File: src/rtl/core_pkg.sv
package core_pkg;

    localparam int XLEN   = 32;
    localparam int NREG   = 32;
    localparam int RIDX_W = $clog2(NREG);

    localparam logic [5:0] OPC_REG  = 6'd0;
    localparam logic [5:0] OPC_JMP  = 6'd2;
    localparam logic [5:0] OPC_JAL  = 6'd3;
    localparam logic [5:0] OPC_ADDI = 6'd8;
    localparam logic [5:0] OPC_LW   = 6'd35;
    localparam logic [5:0] OPC_SW   = 6'd43;

    localparam logic [5:0] FN_ADD = 6'd32;
    localparam logic [5:0] FN_SUB = 6'd34;

    localparam logic [RIDX_W-1:0] LINK_REG = RIDX_W'(NREG - 1);

    typedef enum logic {
        ST_LOAD = 1'b0,
        ST_RUN  = 1'b1
    } core_state_e;

    typedef enum logic [1:0] {
        WB_ALU  = 2'd0,
        WB_MEM  = 2'd1,
        WB_LINK = 2'd2
    } wb_sel_e;

    typedef struct packed {
        logic              reg_we;
        logic [RIDX_W-1:0] dst;
        logic              alu_sub;
        logic              use_imm;
        logic              mem_rd;
        logic              mem_wr;
        logic              jump;
        wb_sel_e           wb_sel;
    } ctrl_t;

endpackage

File: src/rtl/core_decode.sv
module core_decode
    import core_pkg::*;
(
    input  logic [XLEN-1:0]   instr,
    output ctrl_t             ctrl,
    output logic [RIDX_W-1:0] src_a,
    output logic [RIDX_W-1:0] src_b,
    output logic [XLEN-1:0]   imm_sext
);

    logic [5:0] opc;
    logic [5:0] fn;
    logic       unused_shamt;

    assign opc          = instr[31:26];
    assign fn           = instr[5:0];
    assign src_a        = instr[25:21];
    assign src_b        = instr[20:16];
    assign imm_sext     = {{(XLEN-16){instr[15]}}, instr[15:0]};
    assign unused_shamt = ^instr[10:6];

    always_comb begin
        ctrl         = '0;
        ctrl.wb_sel  = WB_ALU;
        case (opc)
            OPC_REG: begin
                ctrl.dst = instr[15:11];
                if (fn == FN_ADD) begin
                    ctrl.reg_we = 1'b1;
                end else if (fn == FN_SUB) begin
                    ctrl.reg_we  = 1'b1;
                    ctrl.alu_sub = 1'b1;
                end
            end
            OPC_ADDI: begin
                ctrl.reg_we  = 1'b1;
                ctrl.dst     = instr[20:16];
                ctrl.use_imm = 1'b1;
            end
            OPC_LW: begin
                ctrl.reg_we  = 1'b1;
                ctrl.dst     = instr[20:16];
                ctrl.use_imm = 1'b1;
                ctrl.mem_rd  = 1'b1;
                ctrl.wb_sel  = WB_MEM;
            end
            OPC_SW: begin
                ctrl.use_imm = 1'b1;
                ctrl.mem_wr  = 1'b1;
            end
            OPC_JMP: begin
                ctrl.jump = 1'b1;
            end
            OPC_JAL: begin
                ctrl.jump   = 1'b1;
                ctrl.reg_we = 1'b1;
                ctrl.dst    = LINK_REG;
                ctrl.wb_sel = WB_LINK;
            end
            default: ctrl = '0;
        endcase
    end

    always_comb begin
        AST_CLASS_EXCLUSIVE: assert ($onehot0({ctrl.mem_rd, ctrl.mem_wr, ctrl.jump}));
        AST_STORE_NO_REGWRITE: assert (!(ctrl.mem_wr && ctrl.reg_we));
    end

endmodule

File: src/rtl/core_regfile.sv
module core_regfile
    import core_pkg::*;
#(
    parameter int WIDTH   = XLEN,
    parameter int ENTRIES = NREG,
    localparam int IW     = $clog2(ENTRIES)
)(
    input  logic             clk,
    input  logic [IW-1:0]    rd_idx_a,
    input  logic [IW-1:0]    rd_idx_b,
    output logic [WIDTH-1:0] rd_val_a,
    output logic [WIDTH-1:0] rd_val_b,
    input  logic             wr_en,
    input  logic [IW-1:0]    wr_idx,
    input  logic [WIDTH-1:0] wr_val
);

    logic [WIDTH-1:0] regs [ENTRIES];

    always_ff @(posedge clk) begin
        if (wr_en && (wr_idx != '0)) begin
            regs[wr_idx] <= wr_val;
        end
    end

    assign rd_val_a = (rd_idx_a == '0) ? '0 : regs[rd_idx_a];
    assign rd_val_b = (rd_idx_b == '0) ? '0 : regs[rd_idx_b];

endmodule

File: src/rtl/core_dmem.sv
module core_dmem
    import core_pkg::*;
#(
    parameter int WORDS = 16,
    localparam int AW   = $clog2(WORDS)
)(
    input  logic            clk,
    input  logic [AW-1:0]   idx,
    input  logic            wr_en,
    input  logic [XLEN-1:0] wr_val,
    output logic [XLEN-1:0] rd_val
);

    logic [XLEN-1:0] mem [WORDS];

    always_ff @(posedge clk) begin
        if (wr_en) begin
            mem[idx] <= wr_val;
        end
    end

    assign rd_val = mem[idx];

endmodule

File: src/rtl/core_top.sv
module core_top
    import core_pkg::*;
#(
    parameter int IMEM_WORDS = 64,
    parameter int DMEM_WORDS = 16,
    localparam int IAW       = $clog2(IMEM_WORDS),
    localparam int DAW       = $clog2(DMEM_WORDS)
)(
    input  logic              clk,
    input  logic              rst,
    input  logic              prog_we,
    input  logic [IAW-1:0]    prog_addr,
    input  logic [XLEN-1:0]   prog_data,
    output logic [XLEN-1:0]   dbg_pc,
    output logic              dbg_wr_en,
    output logic [RIDX_W-1:0] dbg_wr_idx,
    output logic [XLEN-1:0]   dbg_wr_data,
    output logic              misalign_flag
);

    core_state_e       state, state_nx;
    logic [XLEN-1:0]   pc, pc_plus4, pc_nx, jump_tgt;
    logic [XLEN-1:0]   imem [IMEM_WORDS];
    logic [XLEN-1:0]   instr;
    ctrl_t             ctrl;
    logic [RIDX_W-1:0] src_a, src_b;
    logic [XLEN-1:0]   imm_sext, val_a, val_b, alu_b, alu_res, eff_addr, mem_rd_val;
    logic              run_en, mem_access, misaligned, mem_block, dmem_we;
    logic              misalign_q;
    logic              unused_addr;

    // instruction store, written only through the load port
    always_ff @(posedge clk) begin
        if (prog_we) begin
            imem[prog_addr] <= prog_data;
        end
    end

    assign instr = imem[pc[IAW+1:2]];

    // controller: state register
    always_ff @(posedge clk) begin
        if (rst) begin
            state <= ST_LOAD;
        end else begin
            state <= state_nx;
        end
    end

    // controller: transitions
    always_comb begin
        state_nx = state;
        unique case (state)
            ST_LOAD: state_nx = prog_we ? ST_LOAD : ST_RUN;  // LOAD_HOLD / LOAD_TO_RUN
            ST_RUN:  state_nx = prog_we ? ST_LOAD : ST_RUN;  // RUN_TO_LOAD / RUN_STAY
            default: state_nx = ST_LOAD;
        endcase
    end

    assign run_en = (state == ST_RUN) && !prog_we;

    core_decode u_decode (
        .instr    (instr),
        .ctrl     (ctrl),
        .src_a    (src_a),
        .src_b    (src_b),
        .imm_sext (imm_sext)
    );

    core_regfile #(
        .WIDTH   (XLEN),
        .ENTRIES (NREG)
    ) u_regs (
        .clk      (clk),
        .rd_idx_a (src_a),
        .rd_idx_b (src_b),
        .rd_val_a (val_a),
        .rd_val_b (val_b),
        .wr_en    (dbg_wr_en),
        .wr_idx   (dbg_wr_idx),
        .wr_val   (dbg_wr_data)
    );

    // datapath
    assign alu_b      = ctrl.use_imm ? imm_sext : val_b;
    assign alu_res    = ctrl.alu_sub ? (val_a - alu_b) : (val_a + alu_b);
    assign eff_addr   = alu_res;
    assign mem_access = ctrl.mem_rd || ctrl.mem_wr;
    assign misaligned = eff_addr[1:0] != 2'b00;
    assign mem_block  = mem_access && misaligned;
    assign dmem_we    = run_en && ctrl.mem_wr && !misaligned;
    assign unused_addr = ^eff_addr[XLEN-1:DAW+2];

    core_dmem #(
        .WORDS (DMEM_WORDS)
    ) u_dmem (
        .clk    (clk),
        .idx    (eff_addr[DAW+1:2]),
        .wr_en  (dmem_we),
        .wr_val (val_b),
        .rd_val (mem_rd_val)
    );

    // next-PC
    assign pc_plus4 = pc + XLEN'(4);
    assign jump_tgt = {pc[XLEN-1:XLEN-4], instr[25:0], 2'b00};
    assign pc_nx    = ctrl.jump ? jump_tgt : pc_plus4;

    always_ff @(posedge clk) begin
        if (rst || !run_en) begin
            pc <= '0;
        end else begin
            pc <= pc_nx;
        end
    end

    always_ff @(posedge clk) begin
        if (rst) begin
            misalign_q <= 1'b0;
        end else if (run_en && mem_block) begin
            misalign_q <= 1'b1;
        end
    end

    // outputs
    always_comb begin
        dbg_pc        = pc;
        misalign_flag = misalign_q;
        dbg_wr_idx    = ctrl.dst;
        dbg_wr_en     = run_en && ctrl.reg_we && !mem_block && (ctrl.dst != '0);
        unique case (ctrl.wb_sel)
            WB_MEM:  dbg_wr_data = mem_rd_val;
            WB_LINK: dbg_wr_data = pc_plus4;
            default: dbg_wr_data = alu_res;
        endcase
    end

    AST_LOAD_NO_COMMIT: assert property (@(posedge clk) disable iff (rst)
        (state == ST_LOAD) |-> !dbg_wr_en);

    AST_LOAD_PC_ZERO: assert property (@(posedge clk) disable iff (rst)
        prog_we |=> (dbg_pc == '0));

    AST_SEQ_PC: assert property (@(posedge clk) disable iff (rst)
        (run_en && !ctrl.jump) |=> (dbg_pc == $past(pc) + XLEN'(4)));

    AST_JUMP_TARGET: assert property (@(posedge clk) disable iff (rst)
        (run_en && ctrl.jump) |=> (dbg_pc == {$past(pc[XLEN-1:XLEN-4]), $past(instr[25:0]), 2'b00}));

    AST_LINK_WRITE: assert property (@(posedge clk) disable iff (rst)
        (run_en && ctrl.jump && ctrl.reg_we) |-> (dbg_wr_en && dbg_wr_idx == LINK_REG && dbg_wr_data == pc + XLEN'(4)));

    AST_MISALIGN_BLOCKS: assert property (@(posedge clk) disable iff (rst)
        (mem_access && eff_addr[1:0] != 2'b00) |-> (!dmem_we && !dbg_wr_en));

    AST_FLAG_STICKY: assert property (@(posedge clk) disable iff (rst)
        misalign_flag |=> misalign_flag);

    AST_R0_DISCARD: assert property (@(posedge clk) disable iff (rst)
        dbg_wr_en |-> (dbg_wr_idx != '0));

endmodule

File: config.mk
export PLATFORM = sky130hd
export DESIGN_NAME = core_top
export DESIGN_NICKNAME = d
export VERILOG_FILES = /design/src/rtl/core_pkg.sv /design/src/rtl/core_decode.sv /design/src/rtl/core_regfile.sv /design/src/rtl/core_dmem.sv /design/src/rtl/core_top.sv
export SDC_FILE = /design/constraint.sdc
export NUM_CORES = 2
export LEC_CHECK = 0
export BUFFER_PORTS_ARGS = -buffer_cell sky130_fd_sc_hd__buf_2
export CAP_MARGIN = 20
export CORE_ASPECT_RATIO = 0.7
export CORE_MARGIN = 2
export CORE_UTILIZATION = 60
export CTS_CLUSTER_SIZE = 14
export DETAILED_ROUTE_END_ITERATION = 8
export HOLD_SLACK_MARGIN = 0.12
export PLACE_DENSITY = 0.74
export SYNTH_ARGS = -nofsm -noshare
export SYNTH_HDL_FRONTEND = slang
export SYNTH_SLANG_ARGS = --single-unit
File: constraint.sdc
create_clock -name clk -period 14.97 [get_ports clk]
set_input_delay 0.7485 -clock clk [delete_from_list [all_inputs] [get_ports clk]]
set_output_delay 0.7485 -clock clk [all_outputs]
set_load 0.01 [all_outputs]
==> results by group <==
Timing
  – Skew final: 65.8 ps
  – Peak Freq: 74.9 MHz
  – Period utilization: 89.2%
  – Setup repair after global routing missed its margin: no
  – Relative slew margins: 22.4%
  – Fin crit period: 13360 ps
  – Fin. Hold Viols: 0
  – Worst slew pin tran: 1160 ps
  – Fin. max-slew vios: 0
  – Setup-failing EPs final: 0
  – Post-route setup TNS: 0 ps

Detailed routing
  – Avg WL per Cell: 37.6 um
  – Starting DRT DRC Count: 14500
  – Drt total wl: 437000 um
  – Vias per inst: 7.20
  – Detail Route Antenna Nets: 0
  – Vias: 83700
  – First drt pass iteration count: 8
  – DR DRC count: 0

Floorplanning
  – Die Wd: 604 um
  – Row cnt: 154
  – Starting Density: 60.2%
  – Die area: 256000 um2
  – Top Ports: 112
  – Die H: 424 um
  – Core Region: 251000 um2

Layout
  – Area of the multi-input gates: 41300 um2
  – Commonest non-fill, non-tap cell in the layout: edfxtp_1
  – Layout cells sized above 1: 26.0%
  – Fin nets: 8096
  – Area Overhead vs Synth: 10.7%
  – Fillers: 15700
  – Most frequent cells in the layout: 3584 x edfxtp_1, 1057 x mux4_2, 569 x nand2_1
  – Final core occ: 66.7%
  – Final std cells w/o fill: 11600
  – Sequential Area: 108000 um2

Critical path
  – Crit path top cell by count: buf_4
  – CP required: 14220 ps
  – Slowest-stage cell, CP: dfxtp_4
  – Worst setup EP type: primary output
  – Startpoint types: register
  – Highest net fanout along the worst path: 55
  – Arr. time, crit path: 12610 ps
  – Worst path max stage delay: 990 ps
  – Setup CP Type: register to primary output

Clocking
  – Clock Latency Late Sink: 930 ps
  – # hold bufs at CTS: 0
  – Reg clk slew, reported paths: 60 ps
  – CTS Root Cell: clkbuf_16
  – Clk sinks: 3616
  – Cts repair resizes: 0
  – Total CTS buffers: 337
  – CTS max path bufs: 4
  – CTS H-tree lvls: 5
  – Post-CTS setup repair buffer count: 0
  – TritonCTS clock tree: yes

Logic synthesis
  – Cell area after synthesis: 151000 um2
  – Post-synth ARST share: 0%
  – Seq/Total Area, Yosys: 71.6%
  – Synth Flop Type: edfxtp_1
  – Yosys warns: 0
  – Synth Instances: 7703
  – Syn Area/Cell: 19.6 um2
  – Flops & latches, synth: 3616
  – Post-synth EDFFs: 3584
  – Unique cell type count in the Yosys netlist: 95

Global routing
  – M2 GR Usage: 47.3%
  – Gr usage total: 34.2%
  – Number of global-route vias before repair: 80900
  – Global route overflow: 0
  – Met3 usage: 13.1%
  – Most Crowded Layer GR: met1
  – M1 GR Usage: 50.4%
  – Largest net degree at the start of global routing: 115
  – Initial antenna violation count: 19
  – Global-route wire length before repair: 611000 um

Power
  – Static leakage: 52.7 nW
  – Power per cell area: 127 nW/um2
  – Worst vdd ir: 102 uV

Outcome
  – Status: finished clean

Flow run
  – Max-cap violations: 0

Placed design
  – Placed Cells: 11000
  – Final GP Congestion: 0.960
  – Post-DP HPWL: 252000 um
  – Buffers on Ports: 109

Hold path
  – Hold Crit Class: primary input to register
[registers in the layout, summed over array words and instances (netlist names)]
| signal | flops |
|---|---|
| dbg_pc | 30 |
| imem | 2048 |
| u_dmem.mem | 512 |
| u_regs.regs | 1024 |
| state | 1 |
| misalign_flag | 1 |
[where the power goes]
| group | total, W | internal, W | switching [W] |
|---|---|---|---|
| Sequential | 0.0114 | 0.0114 | 0.0000199 |
| Combinational | 0.00169 | 0.000548 | 0.00115 |
| Clock | 0.00813 | 0.00444 | 0.00368 |
| Total | 0.0212 | 0.0164 | 0.00485 |
[Yosys cell counts (33+ instances only)]
cell type  instances  area share, %
buf_2            125           0.41
buf_4             53           0.26
mux2i_1          384            2.5
inv_1             40          0.099
a31oi_1           62           0.26
and2_1            35           0.14
mux4_2          1062             16
edfxtp_1        3584             71
o21ai_0           45           0.15
and3_1            33           0.14
ha_1              35           0.29
nor3_1            72           0.24
buf_1             57           0.14
a22oi_1           41           0.20
a32o_1            45           0.30
clkbuf_1         181           0.45
xor2_1            42           0.24
nand2_1          572            1.4
a211oi_1          78           0.39
a221oi_1          36           0.21
mux2_2            49           0.37
nand3_1          202           0.67
buf_6             52           0.39
nor2_1           287           0.71
a21oi_1          116           0.38
xnor2_1           46           0.27
[layer usage]
metal | part of all wire (%) | up-vias
met3 | 16 | 919
li1 | - | 32600
met1 | 37 | 43600
met4 | 3.8 | 12
met5 | 0.099 | -
met2 | 43 | 6606
[worst max-delay path, delay by kind of cell (launching register included)]
kind	cells	cell delay, ps
multiplexers	2	700
buffers and inverters	6	2330
adder cells (fa/ha/maj)	1	370
AO/OA/AOI/OAI	16	3630
XOR/XNOR	2	590
AND/OR/NAND/NOR	8	3010
flip-flops	1	990
[cell families after synthesis]
| logic type | share of synthesized area (%) |
|---|---|
| compound gates | 2.94 |
| xor+xnor | 0.525 |
| fa+ha+maj | 0.303 |
| buf+inv | 1.84 |
| flops | 71.6 |
| mux | 18.8 |
| other cells | 0.00248 |
| simple gates | 3.91 |
[through the flow]
step	cell area, um2	worst slack (ps)	hold slack, ps	total power (W)
floorplan	151000	5280	502	0.0125
global placement	157000	2460	564	0.0132
detailed placement	157000	2280	573	0.0132
CTS	167000	1290	151	0.0212
global route	167000	990	129	0.0217
finish	167000	1610	155	0.0212
[worst paths after layout]
path         slack [ps]  cells past startpoint                 end          start
min                 150                      1        imem[23][25]  prog_data[25]
max                1610                     35     dbg_wr_data[31]      dbg_pc[2]
min reg2reg         580                      2          dbg_pc[31]     dbg_pc[31]
max reg2reg        2990                     28  u_regs.regs[8][12]      dbg_pc[2]
[layout make-up]
type / instances / share of cell area, %
well taps: 3354 / 2.51
clock buffers: 439 / 5.36
diodes: 10 / 0.0150
inverters: 41 / 0.0920
multi-input cells: 3604 / 24.7
repair buffers: 419 / 2.00
clock inverters: 148 / 0.652
flip-flops and latches: 3616 / 64.7
No activity file was read; power rests on OpenSTA's default activity.
